### src/rtl/sys_rst_ctrl_pkg.sv
package sys_rst_ctrl_pkg;
  typedef struct packed {
    logic wr_hit;   // write to our port
    logic rd_hit;   // read of our port
    logic trig;     // write carries the reset trigger
  } rcr_acc_t;
endpackage

### src/rtl/rcr_decode.sv
module rcr_decode
  import sys_rst_ctrl_pkg::*;
#(
  parameter int unsigned ADDR_W = 16,
  parameter int unsigned DATA_W = 8,
  parameter logic [ADDR_W-1:0] PORT_ADDR = 16'hCF9,
  parameter int unsigned TRIG_BIT = 2
) (
  input  logic [ADDR_W-1:0] addr_i,
  input  logic              wr_i,
  input  logic              rd_i,
  input  logic [DATA_W-1:0] wdata_i,
  output rcr_acc_t          acc_o
);
  localparam logic [DATA_W-1:0] TRIG_MASK = DATA_W'(1) << TRIG_BIT;

  logic sel;
  assign sel          = (addr_i == PORT_ADDR);
  assign acc_o.wr_hit = sel & wr_i;
  assign acc_o.rd_hit = sel & rd_i;
  assign acc_o.trig   = |(wdata_i & TRIG_MASK);
endmodule

### src/rtl/rcr_store.sv
module rcr_store #(
  parameter int unsigned DATA_W = 8,
  parameter int unsigned TYPE_BIT = 1
) (
  input  logic              clk_i,
  input  logic              rst_ni,
  input  logic              load_i,
  input  logic [DATA_W-1:0] wdata_i,
  output logic [DATA_W-1:0] value_o
);
  // only the reset-type bit is retained
  localparam logic [DATA_W-1:0] KEEP_MASK = DATA_W'(1) << TYPE_BIT;

  logic [DATA_W-1:0] value_q;

  always_ff @(posedge clk_i or negedge rst_ni) begin
    if (!rst_ni)     value_q <= '0;
    else if (load_i) value_q <= wdata_i & KEEP_MASK;
  end

  assign value_o = value_q;
endmodule

### src/rtl/rcr_pulse.sv
module rcr_pulse (
  input  logic clk_i,
  input  logic rst_ni,
  input  logic fire_i,
  output logic req_o
);
  logic req_q;

  always_ff @(posedge clk_i or negedge rst_ni) begin
    if (!rst_ni) req_q <= 1'b0;
    else         req_q <= fire_i;
  end

  assign req_o = req_q;
endmodule

### src/rtl/sys_rst_ctrl.sv
module sys_rst_ctrl
  import sys_rst_ctrl_pkg::*;
#(
  parameter int unsigned ADDR_W = 16,
  parameter int unsigned DATA_W = 8,
  parameter logic [ADDR_W-1:0] PORT_ADDR = 16'hCF9,
  parameter int unsigned TRIG_BIT = 2,
  parameter int unsigned TYPE_BIT = 1
) (
  input  logic              clk_i,
  input  logic              rst_ni,
  input  logic [ADDR_W-1:0] io_addr_i,
  input  logic              io_wr_i,
  input  logic              io_rd_i,
  input  logic [DATA_W-1:0] io_wdata_i,
  output logic [DATA_W-1:0] io_rdata_o,
  output logic              sys_rst_req_o,
  output logic              nondefault_o
);
  rcr_acc_t          acc;
  logic [DATA_W-1:0] stored;

  rcr_decode #(
    .ADDR_W(ADDR_W), .DATA_W(DATA_W), .PORT_ADDR(PORT_ADDR), .TRIG_BIT(TRIG_BIT)
  ) u_dec (
    .addr_i(io_addr_i), .wr_i(io_wr_i), .rd_i(io_rd_i),
    .wdata_i(io_wdata_i), .acc_o(acc)
  );

  // trigger writes are self-acting and never reach the register
  rcr_store #(.DATA_W(DATA_W), .TYPE_BIT(TYPE_BIT)) u_store (
    .clk_i(clk_i), .rst_ni(rst_ni),
    .load_i(acc.wr_hit & ~acc.trig),
    .wdata_i(io_wdata_i), .value_o(stored)
  );

  rcr_pulse u_pulse (
    .clk_i(clk_i), .rst_ni(rst_ni),
    .fire_i(acc.wr_hit & acc.trig), .req_o(sys_rst_req_o)
  );

  assign io_rdata_o   = acc.rd_hit ? stored : '0;
  assign nondefault_o = |stored;
endmodule

### config.mk
export PLATFORM = sky130hd
export DESIGN_NAME = sys_rst_ctrl
export DESIGN_NICKNAME = d
export VERILOG_FILES = /design/src/rtl/sys_rst_ctrl_pkg.sv /design/src/rtl/rcr_decode.sv /design/src/rtl/rcr_store.sv /design/src/rtl/rcr_pulse.sv /design/src/rtl/sys_rst_ctrl.sv
export SDC_FILE = /design/constraint.sdc
export NUM_CORES = 1
export LEC_CHECK = 0
export BUFFER_PORTS_ARGS = -buffer_cell sky130_fd_sc_hd__buf_2
export CAP_MARGIN = 0
export CORE_AREA = 2 2 39 41
export DETAILED_ROUTE_END_ITERATION = 8
export DIE_AREA = 0 0 41 43
export PLACE_DENSITY = 0.64
export SETUP_SLACK_MARGIN = 0.05
export SKIP_LAST_GASP = 1
export SYNTH_ARGS = -nofsm -noshare
export SYNTH_HDL_FRONTEND = slang
export SYNTH_HIERARCHICAL = 1
export SYNTH_SLANG_ARGS = --single-unit
### constraint.sdc
create_clock -name clk_i -period 3.2 [get_ports clk_i]
set_clock_uncertainty 0.2 [all_clocks]
set_input_delay 0.32 -clock clk_i [delete_from_list [all_inputs] [get_ports clk_i]]
set_output_delay 0.32 -clock clk_i [all_outputs]
set_load 0.01 [all_outputs]
==> run summary <==
The flow ran to the end, and the final reports show no timing, DRC or antenna violations. The synthesized-area fraction occupied by adder cells came out at 0. The main combinational cell family by area after synthesis is simple AND/OR/NAND/NOR gates. The busiest layer in global routing is met2. The H-tree depth reported by CTS is 1.

Using the TritonRoute via totals, the vias-per-cell ratio works out to just under 4. The floorplan row count came out at 14. Gates resized during post-CTS repair numbered 0.

The total of fill cells in the finished design is 155. The xor/xnor share of the synthesized area is 0. The first-pass GRT wire length came out at 876 um. The final clock period utilization by the worst path came out at 0.667. The met2 track demand over resource in global routing came out at 0.134. Setup violations remaining at the end of the flow were counted as 0. The sort of element at the start of the critical path is an input port. Data on the critical path arrives at its endpoint at 1610 ps. The remaining routing DRC violations came out at 0. The capturing element type of the critical path is a primary output. The via count of the first global-routing pass came out at approximately 260. The synthesized area per cell is approximately 8.6 sq um. The average detailed-routed wire length per instance is approximately 8 um.

The minimum setup slack in the final design came out at between 1000 and 1500 ps. The overall power after layout is approximately 0.0001 W. The worst path in the final design needs a cycle of between 2000 and 2500 ps, including I/O delays and setup.

The critical path data required time came out at between 2000 and 3000 ps. The largest fanout on the critical path is 8. The synthesized design contains 2 register bits. The netlist uses 13 different library cells. The number of max-slew violations in the final report is 0. The summed negative setup slack over all endpoints came out at 0 ps. The critical path in this run is classified as in -> out. The initial utilization of the core area, before any placement, comes to 0.198. For this run, the post-layout net count is roughly 90.

The remaining number of nets flagged by the antenna check after routing is 0. The number of buffers inserted by post-CTS setup repair came out at 0. In this run the clock root is driven by a clkbuf_4.

For this run, the detailed router's first-pass iteration total came to 1. The worst supply voltage drop on vdd is just under 0.0001 V. After the first detailed-routing iteration, the DRC count stood at 0. The number of warnings printed during yosys synthesis came out at 6.

The simple-gate share of the synthesized area came out at 0.530. The number of sinks handled by clock tree synthesis is 2. The final count of hold timing violations is 0. The number of clock buffers added by TritonCTS is 3. The placer congestion estimate came out at between 0.6 and 0.7.

The total overflow reported by the global router is 0. The total global routing track utilization is 0.0731. The worst-case register-to-register setup slack is around 2200 ps.

38 I/O pins were placed. The cell count after synthesis is 32. The die height is approximately 43 um. The class of the tightest hold or removal check is in -> reg.

The die span in x came out at 41 um. The total power per unit cell area came out at 240 mW/mm^2. The post-placement worst setup slack is around 1000 ps.

The fraction of the mapped netlist area in compound gates was 0. The static leakage came out at 0.216 nW. The overall via count from detail_route is just under 300.

The total length of routed wires is between 500 and 600 um. The clock slew seen by the registers of the worst setup and hold paths came out at approximately 30 ps. In this run the worst setup path begins at io_addr_i[12].

The core footprint came out at between 0.001 and 0.0015 sq mm. The worst register-to-register path ends at u_store/value_o[1]$_DFFE_PN0P_. The met3 usage came out at 0. The die outline area is around 0.0018 sq mm.

After legalization and detailed placement, the total HPWL measured around 540 um. The post-synthesis cell area is roughly 270 sq um. The initial antenna violation count is 0.

The achievable clock frequency came out at between 400 and 500 MHz. In the global route stage, met1 resource usage came out at 0.0671. The sequential cell area fraction in the yosys report is 0.183. Setup repair after global routing left no endpoint under its margin. The maximum number of pins on one net before global-route repair is 9. The clock latency of the later-clocked register in the worst-skew pair came out at approximately 220 ps. Input and output buffers added on the ports amount to 24.

For the worst flop-to-flop path, the logic depth is 1. TritonCTS built the clock tree. Following the worst setup path forward leads to its endpoint at io_rdata_o[1].

The quantity of hold-fixing buffers added after cts is 1. The post-synthesis mux area share came out at 0.0548. The count of antenna diodes in the layout is 0.

The startpoint of the lowest-slack register-to-register path is u_store/value_o[1]$_DFFE_PN0P_. The share of final-layout standard cells stronger than drive strength 1 is 0.534. The layout overhead on the synthesized area came out at 49.3%.

No sink is reached through more buffers than the 2 on the longest clock path. The max capacitance violation total came out at 0.
-- cells in the final DEF, fill, tap and decap left out, types with 2 or more instances in the layout --
master / count
dfrtp_1: 2
and2_1: 10
buf_2: 24
conb_1: 7
nand4b_1: 2
nor4_1: 2
clkbuf_4: 3
-- where the power goes --
group	internal (W)	total, W	leakage, nW	switching (W)
combinational	0.0000117	0.0000178	0.174	0.00000615
clock	0.0000413	0.0000548	0.0138	0.0000135
sequential	0.0000255	0.0000255	0.0280	0.00000000188
total	0.0000785	0.0000981	0.216	0.0000196
-- registers in the layout (all words and copies together) (netlist names) --
name             cells
u_store/value_o      1
u_pulse/req_o        1
-- Yosys cell counts --
cell	n	area, sq um
and2_1	10	62.6
buf_4	8	60.1
dfrtp_1	2	50.1
nand4b_1	2	17.5
nor4_1	2	12.5
and2_2	1	7.51
conb_1	1	3.75
mux2_4	1	15.0
nand2_1	1	3.75
nand4bb_1	1	11.3
nor2b_1	1	6.26
nor4_2	1	12.5
or4_4	1	11.3
-- final cells by class --
cell class	count	area (sq um)	share of cell area
clock buffers	3	22.5	0.0550
repair buffers	25	130	0.318
well taps	16	20.0	0.0489
flip-flops and latches	2	50.0	0.122
multi-input cells	28	186	0.456
-- through the flow --
stage | area [sq um] | cells | hold WS, ps | util
after floorplan | 297 | 38 | -176 | -
after global placement | 377 | 70 | -95.4 | 0.272
after detailed placement | 377 | 70 | -91.6 | 0.272
after CTS | 409 | 74 | 122 | 0.296
after global routing | 409 | 74 | 130 | 0.296
final | 409 | 74 | 126 | 0.296
-- cells by family after synthesis --
kind of cell	Yosys count
flip-flops	2
buffers and inverters	8
AND/OR/NAND/NOR	20
other	1
multiplexers	1
-- how the worst min path moves through the flow --
stage	start	end	slack, ps	depth (start not counted)
after floorplan	rst_ni	u_pulse/req_o$_DFF_PN0_	-180	0
after global placement	rst_ni	u_pulse/req_o$_DFF_PN0_	-100	1
after detailed placement	rst_ni	u_pulse/req_o$_DFF_PN0_	-90	1
after CTS	io_wdata_i[2]	u_pulse/req_o$_DFF_PN0_	120	2
after global routing	io_wdata_i[1]	u_store/value_o[1]$_DFFE_PN0P_	130	2
final	io_wdata_i[2]	u_pulse/req_o$_DFF_PN0_	130	2
-- metal layers --
layer / vias to the layer above / part of all wire
li1: 150 / -
met1: 111 / 0.35
met2: 27 / 0.47
met3: 2 / 0.15
met4: 0 / 0.029
met5: - / 0
-- critical path, cell delays in order --
cell and delay [ps]:
buf_2 100, or4_4 520, nor4_2 160, and2_1 260
and2_1 140, buf_2 120
Note: power is estimated with default switching activity, not from simulation.
